--- config.mk ---
export PLATFORM = sky130hd
export DESIGN_NAME = perfmon_unit
export DESIGN_NICKNAME = d
export VERILOG_FILES = /design/src/rtl/perfmon_pkg.sv /design/src/rtl/pm_counter.sv /design/src/rtl/pm_event_mux.sv /design/src/rtl/perfmon_unit.sv
export SDC_FILE = /design/constraint.sdc
export NUM_CORES = 1
export LEC_CHECK = 0
export BUFFER_PORTS_ARGS = -buffer_cell sky130_fd_sc_hd__buf_4
export CORE_MARGIN = 4
export CORE_UTILIZATION = 58
export CTS_CLUSTER_DIAMETER = 100
export DETAILED_ROUTE_END_ITERATION = 7
export PLACE_DENSITY = 0.75
export SYNTH_ARGS = -nofsm -noshare
export SYNTH_HDL_FRONTEND = slang
export SYNTH_HIERARCHICAL = 1
export SYNTH_SLANG_ARGS = --single-unit
--- constraint.sdc ---
create_clock -name clk -period 3.4 [get_ports clk]
set_input_delay 0.68 -clock clk [delete_from_list [all_inputs] [get_ports clk]]
set_output_delay 0.68 -clock clk [all_outputs]
set_load 0.05 [all_outputs]
--- src/rtl/perfmon_pkg.sv ---
package perfmon_pkg;
  localparam int ADDR_W = 5;

  localparam logic [ADDR_W-1:0] A_CTRL  = 5'h00;
  localparam logic [ADDR_W-1:0] A_CNTEN = 5'h01;
  localparam logic [ADDR_W-1:0] A_IRQEN = 5'h02;
  localparam logic [ADDR_W-1:0] A_OVF   = 5'h03;
  localparam logic [ADDR_W-1:0] A_CYC   = 5'h04;
  localparam logic [ADDR_W-1:0] A_EVCNT = 5'h08;
  localparam logic [ADDR_W-1:0] A_EVSEL = 5'h10;

  localparam int CTRL_EN    = 0;
  localparam int CTRL_EVRST = 1;
  localparam int CTRL_CYRST = 2;

  localparam logic [7:0] EV_LF_MISS = 8'h50;
  localparam logic [7:0] EV_LF_HIT  = 8'h51;
endpackage

--- src/rtl/pm_counter.sv ---
module pm_counter #(
  parameter int W = 32
) (
  input  logic         clk,
  input  logic         rst_n,
  input  logic         inc,
  input  logic         load,
  input  logic         clr,
  input  logic [W-1:0] load_val,
  output logic [W-1:0] cnt,
  output logic         wrap
);
  function automatic logic [W-1:0] bump(input logic [W-1:0] v);
    return v + {{(W-1){1'b0}}, 1'b1};
  endfunction

  // Roll-over only counts when the increment is not overridden.
  assign wrap = inc && !load && !clr && (&cnt);

  always_ff @(posedge clk or negedge rst_n) begin
    if (!rst_n)    cnt <= '0;
    else if (clr)  cnt <= '0;
    else if (load) cnt <= load_val;
    else if (inc)  cnt <= bump(cnt);
  end
endmodule

--- src/rtl/pm_event_mux.sv ---
module pm_event_mux #(
  parameter int NUM_IN = 8,
  parameter int CODE_W = 8
) (
  input  logic [CODE_W-1:0] code,
  input  logic [NUM_IN-1:0] ev_in,
  output logic              hit
);
  localparam int IDX_W = $clog2(NUM_IN);

  // Returns {valid, index} for an event code.
  function automatic logic [IDX_W:0] lookup(input logic [CODE_W-1:0] c);
    if (int'(c) == 'h50) return {1'b1, IDX_W'(0)};
    if (int'(c) == 'h51) return {1'b1, IDX_W'(1)};
    if (int'(c) >= 2 && int'(c) < NUM_IN) return {1'b1, c[IDX_W-1:0]};
    return '0;
  endfunction

  logic [IDX_W:0] sel;
  assign sel = lookup(code);
  assign hit = sel[IDX_W] && ev_in[sel[IDX_W-1:0]];
endmodule

--- src/rtl/perfmon_unit.sv ---
module perfmon_unit
  import perfmon_pkg::*;
#(
  parameter int NUM_CNT   = 6,
  parameter int CNT_W     = 32,
  parameter int NUM_EV_IN = 8,
  parameter int CODE_W    = 8
) (
  input  logic                 clk,
  input  logic                 rst_n,
  input  logic                 reg_wr,
  input  logic [ADDR_W-1:0]    reg_addr,
  input  logic [CNT_W-1:0]     reg_wdata,
  output logic [CNT_W-1:0]     reg_rdata,
  input  logic [NUM_EV_IN-1:0] ev_in,
  output logic                 irq
);
  localparam int NST     = NUM_CNT + 1;
  localparam int CYC_BIT = NUM_CNT;

  logic                          glob_en;
  logic [NST-1:0]                cnt_en;
  logic [NST-1:0]                irq_en;
  logic [NST-1:0]                ovf_q;
  logic [CODE_W-1:0]             ev_sel [NUM_CNT];

  // Named internal events, brought out for the checker.
  logic                          wr_ctrl;
  logic                          ev_clr, cyc_clr;
  logic                          cyc_inc, cyc_load, cyc_wrap;
  logic [NUM_CNT-1:0]            ev_hit, ev_inc, ev_load, ev_wrap;
  logic [NUM_CNT-1:0][CNT_W-1:0] ev_cnt;
  logic [CNT_W-1:0]              cyc_cnt;
  logic [NST-1:0]                ovf_wc, ovf_set;

  assign wr_ctrl  = reg_wr && (reg_addr == A_CTRL);
  assign ev_clr   = wr_ctrl && reg_wdata[CTRL_EVRST];
  assign cyc_clr  = wr_ctrl && reg_wdata[CTRL_CYRST];
  assign cyc_load = reg_wr && (reg_addr == A_CYC);
  assign cyc_inc  = glob_en && cnt_en[CYC_BIT];

  pm_counter #(.W(CNT_W)) u_cyc (
    .clk(clk), .rst_n(rst_n), .inc(cyc_inc), .load(cyc_load), .clr(cyc_clr),
    .load_val(reg_wdata), .cnt(cyc_cnt), .wrap(cyc_wrap)
  );

  for (genvar i = 0; i < NUM_CNT; i++) begin : g_ev
    pm_event_mux #(.NUM_IN(NUM_EV_IN), .CODE_W(CODE_W)) u_mux (
      .code(ev_sel[i]), .ev_in(ev_in), .hit(ev_hit[i])
    );
    assign ev_inc[i]  = glob_en && cnt_en[i] && ev_hit[i];
    assign ev_load[i] = reg_wr && (reg_addr == A_EVCNT + ADDR_W'(i));
    pm_counter #(.W(CNT_W)) u_cnt (
      .clk(clk), .rst_n(rst_n), .inc(ev_inc[i]), .load(ev_load[i]), .clr(ev_clr),
      .load_val(reg_wdata), .cnt(ev_cnt[i]), .wrap(ev_wrap[i])
    );
  end

  assign ovf_set = {cyc_wrap, ev_wrap};
  assign ovf_wc  = (reg_wr && reg_addr == A_OVF) ? reg_wdata[NST-1:0] : '0;

  always_ff @(posedge clk or negedge rst_n) begin
    if (!rst_n) begin
      glob_en <= 1'b0;
      cnt_en  <= '0;
      irq_en  <= '0;
      ovf_q   <= '0;
      for (int i = 0; i < NUM_CNT; i++) ev_sel[i] <= '0;
    end else begin
      ovf_q <= (ovf_q & ~ovf_wc) | ovf_set;
      if (wr_ctrl) glob_en <= reg_wdata[CTRL_EN];
      if (reg_wr && reg_addr == A_CNTEN) cnt_en <= reg_wdata[NST-1:0];
      if (reg_wr && reg_addr == A_IRQEN) irq_en <= reg_wdata[NST-1:0];
      for (int i = 0; i < NUM_CNT; i++)
        if (reg_wr && reg_addr == A_EVSEL + ADDR_W'(i)) ev_sel[i] <= reg_wdata[CODE_W-1:0];
    end
  end

  assign irq = |(ovf_q & irq_en);

  always_comb begin
    reg_rdata = '0;
    case (reg_addr)
      A_CTRL:  reg_rdata[CTRL_EN] = glob_en;
      A_CNTEN: reg_rdata[NST-1:0] = cnt_en;
      A_IRQEN: reg_rdata[NST-1:0] = irq_en;
      A_OVF:   reg_rdata[NST-1:0] = ovf_q;
      A_CYC:   reg_rdata = cyc_cnt;
      default: ;
    endcase
    for (int i = 0; i < NUM_CNT; i++) begin
      if (reg_addr == A_EVCNT + ADDR_W'(i)) reg_rdata = ev_cnt[i];
      if (reg_addr == A_EVSEL + ADDR_W'(i)) reg_rdata[CODE_W-1:0] = ev_sel[i];
    end
  end
endmodule

==> results.sh, run 1 <==
export IMPL_insertion_delay_ns=0.57
export IMPL_synthFlopType="dfrtp_1"
export IMPL_drc=9
export IMPL_antennaDiodeCount=0
export IMPL_hold_path_class="input pin to asynchronous set/reset pin"
export IMPL_gp_congestion=1.08
export IMPL_p_leak_uw=0.00973
export IMPL_critPathRequiredTime_ns=2.72
export IMPL_core_area_um2=36400
export IMPL_synthArstFlopShare_pct=100
export IMPL_synth_enable_flop_cells=0
export IMPL_end_kind="primary output"
export IMPL_synth_net_count=2540
export IMPL_antenna_left=0
export IMPL_relSlewSlack_pct=24.8
export IMPL_vias=23400
export IMPL_critical_path_class="input pin to primary output"
export IMPL_cts_root_buf="clkbuf_16"
export IMPL_die_x_um=200
export IMPL_slew_violations=0
export IMPL_ff2ff_setup_slack_ns=0.07
export IMPL_first_pass_iters=8
export IMPL_fmax_ghz=0.297
export IMPL_synth_avg_cell_area_um2=8.59
export IMPL_min_period_ns=3.37
export IMPL_cts_buffers=36
export IMPL_final_setup_viol_count=0
export IMPL_grt_pass1_vias=21700
export IMPL_detail_route_vias_per_cell=7.54
export IMPL_worst_pin_slew_ns=1.12
export IMPL_hold_buffers=0
export IMPL_hpwl_um=65400
export IMPL_slowest_stage="o31a_1"
export IMPL_slowest_delay_ns=0.40
export IMPL_clock_sinks=294
export IMPL_finalHoldViolations=0
export IMPL_dp_slack_ns=-0.0136
export IMPL_synth_fa_ha_area_share_pct=0.410
export IMPL_wl_per_cell_um=29.2
export IMPL_p_per_area_nw_per_um2=513
export IMPL_final_nets=2665
export IMPL_outcome="finished, violations left"
export IMPL_final_core_util_pct=67.3
export IMPL_rr_startpoint="ev_sel[1]$_DFFE_PN0P_"
export IMPL_violations="DRC"
export IMPL_post_route_period_util_pct=99.0
export IMPL_die_h_um=200
export IMPL_antenna_found_initial=1
export IMPL_die_area_um2=40000
export IMPL_drt_wl_total_um=90700
export IMPL_critPathMostFrequentCell="buf_4"
export IMPL_n_fill_cell=3018
export IMPL_maxCapViolCount=0
export IMPL_cp_start_kind="input pin"
export IMPL_reg2regPathDepth=11
export IMPL_synth_top_family_by_area="simple AND/OR/NAND/NOR gates"
export IMPL_clk_pin_slew_ns=0.06
export IMPL_io_buffers=80
export IMPL_ys_types=84
export IMPL_setup_ws_ns=0.0344
export IMPL_grt_pass1_wl_um=134000
export IMPL_cts_path_max_buffers=3
export IMPL_irDropWorstVdd_uv=621
export IMPL_num_rows=70
export IMPL_ios=81
export IMPL_synth_seq_cells=294
export IMPL_yosysWarnings=6
export IMPL_muxShareOfSynthArea_pct=5.18
export IMPL_reg2reg_to="g_ev[5].u_cnt/cnt[13]$_DFFE_PN0P_"
export IMPL_seqCellArea_um2=7360
export IMPL_cts_tree="built"
export IMPL_grt_max_degree=72
export IMPL_multi_input_area_um2=13000
export IMPL_crit_chain="buf_4 > buf_4 > nand2b_1 > nor3_2 > buf_4 > a221oi_1 > o221ai_1 > o31a_1 > buf_4"
export IMPL_areaGrowthSynthToFinish_pct=14.8
export IMPL_yosys_area_share_simple_pct=29.6
export IMPL_synth_xor_area_share_pct=2.91
export IMPL_htree_levels=2
export IMPL_drtIter0Drc=3244
export IMPL_final_layout_size_suffix_gt1_share_pct=17.8
export IMPL_tns_ns=0
export IMPL_gr_usage_all_layers_pct=44.0
export IMPL_holdWs_ns=0.0892
export IMPL_seq_area_frac_synth_pct=34.4
export IMPL_crit_arrival_ns=2.69
export IMPL_syn_inst=2485
export IMPL_grt_ovfl_total=0
export IMPL_synth_compound_area_share_pct=22.6
export IMPL_synth_area_um2=21400
export IMPL_crit_path_max_fanout=20
export IMPL_start_util_pct=58.6
export IMPL_skew_ns=0.0168
==> flip-flops by register name (all words and copies together), names as in the netlist <==
register and flops:
ev_sel 48, g_ev.u_cnt/cnt 192, cnt_en 7, irq_en 7, glob_en 1, ovf_q 7, u_cyc/cnt 32
==> report_power, final <==
| part | internal, µW | switching [µW] |
|---|---|---|
| clock network | 2270 | 1640 |
| registers | 4240 | 1430 |
| logic | 1330 | 1670 |
| total | 7850 | 4740 |
==> cell families (layout without fill, tap and decap cells) <==
group,count (synthesis),after routing
simple gates,1123,1123
buf+inv,238,387
compound gates,653,653
xor+xnor,71,71
flops,294,294
fa+ha+maj,7,7
mux,99,99
==> final cells by class <==
class                      count  area share, %
inverter                      70           1.07
clock buffer                  51           4.24
clock inverter                11          0.429
timing repair buffer         255           8.71
sequential                   294           30.0
tap                          468           2.39
multi-input combinational   1953           53.2
==> cells in the final DEF, fill, tap and decap left out, types with 17 or more instances in the layout <==
cell	count
o22ai_1	29
mux2_2	63
xor2_1	28
a21oi_1	129
clkbuf_16	37
nor4_1	77
a311oi_1	70
buf_4	237
and3_1	74
o31ai_1	45
buf_12	17
nand3_1	116
dfrtp_1	294
o21ai_0	41
nand2b_1	20
a211oi_1	75
inv_1	63
and4_1	35
nor2b_1	20
or3_1	31
a2111oi_0	40
nor2_1	210
a22oi_1	22
nor3_1	46
nand2_1	216
nand4_1	77
a222oi_1	24
mux2i_1	24
or4_1	56
xnor2_1	43
and2_1	21
==> layer usage <==
layer	vias up	wire length (µm)	GRT usage [%]
li1	9989	-	-
met1	11300	33800	57.7
met2	1730	38600	64.6
met3	381	12700	15.3
met4	4	5500	23.3
met5	-	29	0
==> worst max-delay path by stage <==
stage	startpoint	end	slack (ns)
final	reg_addr[2]	reg_rdata[3]	0.03
after global routing	ev_sel[6]$_DFFE_PN0P_	g_ev[5].u_cnt/cnt[13]$_DFFE_PN0P_	-0.02
after CTS	ev_sel[1]$_DFFE_PN0P_	g_ev[5].u_cnt/cnt[13]$_DFFE_PN0P_	0.0002
after detailed placement	ev_in[3]	g_ev[5].u_cnt/cnt[13]$_DFFE_PN0P_	-0.01
after global placement	reg_addr[2]	reg_rdata[4]	-0.15
after floorplan	reg_addr[4]	reg_rdata[0]	0.14
==> what timing repair did <==
item,4_1_cts,5_1_grt
resized for setup,0,15
setup buffers,0,5
setup endpoints to repair,0,32
==> synthesized netlist by cell type, types with 14 or more instances <==
master	instances	area (µm²)
a2111oi_0	42	368
a211oi_1	75	563
a21o_1	15	113
a21oi_1	130	651
a222oi_1	24	240
a22oi_1	22	165
a311o_1	14	140
a311oi_1	70	613
a31oi_1	16	100
a32oi_1	15	131
and2_1	22	138
and3_1	76	475
and4_1	35	307
buf_2	24	120
clkbuf_1	121	454
dfrtp_1	294	7360
inv_1	63	236
mux2_2	63	709
mux2i_1	24	240
nand2_1	216	811
nand2b_1	20	125
nand3_1	116	581
nand4_1	77	482
nor2_1	210	788
nor2b_1	20	125
nor3_1	46	230
nor4_1	84	526
o211ai_1	14	105
o21ai_0	41	205
o22ai_1	30	188
o31ai_1	45	338
or3_1	31	194
or4_1	56	420
xnor2_1	43	377
xor2_1	28	245
==> through the flow <==
stage               instances  cell area, µm²  total power, µW
detailed placement       3035           23300             8510
global placement         3035           23300             8370
CTS                      3097           24400            12400
finish                   3102           24500            12600
floorplan                2485           21400             7170
global route             3102           24500            13000
==> critical path: cells and delay by family <==
family | cells | cell delay [ns]
AOI/OAI and AO/OA | 3 | 0.89
buffers and inverters | 4 | 0.82
and+or+nand+nor | 2 | 0.27
Note: power is estimated with default switching activity, not from simulation.
==> inputs of run 2 (changes only) <==
--- a/config.mk
+++ b/config.mk
@@ -6,11 +6,14 @@
 export NUM_CORES = 1
 export LEC_CHECK = 0
 export BUFFER_PORTS_ARGS = -buffer_cell sky130_fd_sc_hd__buf_4
+export CELL_PAD_IN_SITES_DETAIL_PLACEMENT = 1
+export CELL_PAD_IN_SITES_GLOBAL_PLACEMENT = 2
 export CORE_MARGIN = 4
-export CORE_UTILIZATION = 58
+export CORE_UTILIZATION = 41
+export CTS_BUF_LIST = sky130_fd_sc_hd__clkbuf_4
 export CTS_CLUSTER_DIAMETER = 100
 export DETAILED_ROUTE_END_ITERATION = 7
-export PLACE_DENSITY = 0.75
+export PLACE_DENSITY = 0.84
 export SYNTH_ARGS = -nofsm -noshare
 export SYNTH_HDL_FRONTEND = slang
 export SYNTH_HIERARCHICAL = 1
==> run 2 against run 1 <==
The run still ends with DRC left. Clock skew up 0.079 ns. Sequential share of layout area fell by 0.46 points. Die area is 40% higher. Critical path depth fell by 1. Final cell count up 10%. Global-route usage decreased by 8.9 points. Core utilization decreased by 19 points. Power down 2.0%. Critical path type unchanged. Critical endpoint is now reg_rdata[29].
==> results.sh, run 2 (same netlist as run 1, synthesis figures left out) <==
export IMPL_io_buffers=80
export IMPL_drtIter0Drc=2259
export IMPL_irDropWorstVdd_uv=292
export IMPL_grt_pass1_wl_um=151000
export IMPL_die_area_um2=55800
export IMPL_reg2reg_to="g_ev[1].u_cnt/cnt[23]$_DFFE_PN0P_"
export IMPL_critical_path_class="input pin to primary output"
export IMPL_grt_ovfl_total=0
export IMPL_cp_start_kind="input pin"
export IMPL_p_leak_uw=0.00990
export IMPL_grt_pass1_vias=23300
export IMPL_final_nets=2739
export IMPL_end_kind="primary output"
export IMPL_drt_wl_total_um=102000
export IMPL_antenna_found_initial=5
export IMPL_gr_usage_all_layers_pct=35.2
export IMPL_dp_slack_ns=-0.0147
export IMPL_final_layout_size_suffix_gt1_share_pct=20.8
export IMPL_mostFrequentLayoutCells="dfrtp_1, buf_4, nand2_1"
export IMPL_antenna_left=0
export IMPL_min_period_ns=3.36
export IMPL_fmax_ghz=0.298
export IMPL_final_setup_viol_count=0
export IMPL_largest_reg_flops=192
export IMPL_top_regs="g_ev.u_cnt/cnt x192, ev_sel x48, u_cyc/cnt x32"
export IMPL_wl_per_cell_um=29.8
export IMPL_placed_area_um2=23700
export IMPL_detail_route_vias_per_cell=6.83
export IMPL_num_rows=83
export IMPL_setup_ws_ns=0.0405
export IMPL_crit_arrival_ns=2.68
export IMPL_areaGrowthSynthToFinish_pct=16.6
export IMPL_post_route_period_util_pct=98.8
export IMPL_p_per_area_nw_per_um2=495
export IMPL_clk_pin_slew_ns=0.06
export IMPL_seqCellArea_um2=7360
export IMPL_finalHoldViolations=0
export IMPL_holdWs_ns=0.180
export IMPL_cts_root_buf="clkbuf_4"
export IMPL_hold_path_endpoint="g_ev[0].u_cnt/cnt[13]$_DFFE_PN0P_"
export IMPL_final_common_cell="dfrtp_1"
export IMPL_grt_max_degree=64
export IMPL_die_h_um=236
export IMPL_ff2ff_setup_slack_ns=0.12
export IMPL_rr_startpoint="ev_sel[38]$_DFFE_PN0P_"
export IMPL_cts_path_max_buffers=3
export IMPL_maxCapViolCount=0
export IMPL_first_pass_iters=8
export IMPL_rsz0062_at_grt="no"
export IMPL_skew_ns=0.0954
export IMPL_n_fill_cell=6137
export IMPL_hold_depth=3
export IMPL_insertion_delay_ns=0.86
export IMPL_critPathRequiredTime_ns=2.72
export IMPL_hpwl_um=77000
export IMPL_drc=15
export IMPL_relSlewSlack_pct=22.7
export IMPL_regMostFlops="g_ev.u_cnt/cnt"
export IMPL_cts_tree="built"
export IMPL_clock_sinks=294
export IMPL_cts_buffers=89
export IMPL_die_x_um=236
export IMPL_outcome="finished, violations left"
export IMPL_hold_path_class="input pin to flop"
export IMPL_start_util_pct=41.5
export IMPL_slew_violations=0
export IMPL_reg2regPathDepth=12
export IMPL_gp_congestion=1.00
export IMPL_ios=81
export IMPL_holdCritStartpoint="reg_wdata[13]"
export IMPL_violations="DRC"
export IMPL_htree_levels=3
export IMPL_worst_pin_slew_ns=1.15
export IMPL_vias=23400
export IMPL_multi_input_area_um2=13000
export IMPL_final_area_um2=24900
export IMPL_core_area_um2=51400
export IMPL_crit_path_max_fanout=12
export IMPL_tns_ns=0
run 2: worst max-delay path by stage:
stage	from	to
after floorplan	reg_addr[4]	reg_rdata[0]
after CTS	ev_sel[40]$_DFFE_PN0P_	reg_rdata[0]
final	reg_addr[1]	reg_rdata[29]
after global routing	ev_sel[40]$_DFFE_PN0P_	reg_rdata[0]
after detailed placement	reg_addr[4]	reg_rdata[1]
after global placement	reg_addr[4]	reg_rdata[4]
run 2: what timing repair did:
item / CTS / global route
hold buffers: 1 / 0
endpoints found under the setup margin: 4 / 33
gates resized for setup: 2 / 23
pin swaps: 0 / 4
buffers inserted: 0 / 6
hold endpoints to repair: 55 / 0
run 2: area by class of cell:
| class | instances | share of cell area, % |
|---|---|---|
| timing repair buffer | 276 | 9.32 |
| antenna | 3 | 0.0302 |
| tap | 680 | 3.42 |
| sequential | 294 | 29.6 |
| multi-input combinational | 1953 | 52.4 |
| clock inverter | 22 | 0.442 |
| inverter | 70 | 1.06 |
| clock buffer | 127 | 3.83 |
run 2: metrics by stage:
stage / power (µW) / util, % / instances
global route: 12900 / 48.4 / 3424
detailed placement: 8760 / 46.1 / 3266
floorplan: 7170 / - / 2485
CTS: 12300 / 48.2 / 3416
finish: 12300 / 48.4 / 3425
global placement: 8590 / 46.1 / 3266
run 2: critical path, stage by stage:
cell and delay, ns:
buf_4 0.17, buf_4 0.18, or3b_2 0.50, nor2_2 0.36, buf_4 0.23, a22oi_1 0.09
nand3_1 0.22, buf_4 0.24
run 2: metal layers:
layer	share of wire [%]	vias to the layer above	track usage, %
li1	-	10200	-
met1	42	11900	47.6
met2	44	1089	53.6
met3	8.8	264	7.86
met4	5.4	0	16.7
met5	0	-	0
run 2: power by group:
group	total, µW	internal (µW)	switching [µW]	leakage [µW]
logic	3090	1360	1740	0.00574
clock network	3480	1770	1710	0.000636
registers	5760	4240	1520	0.00353
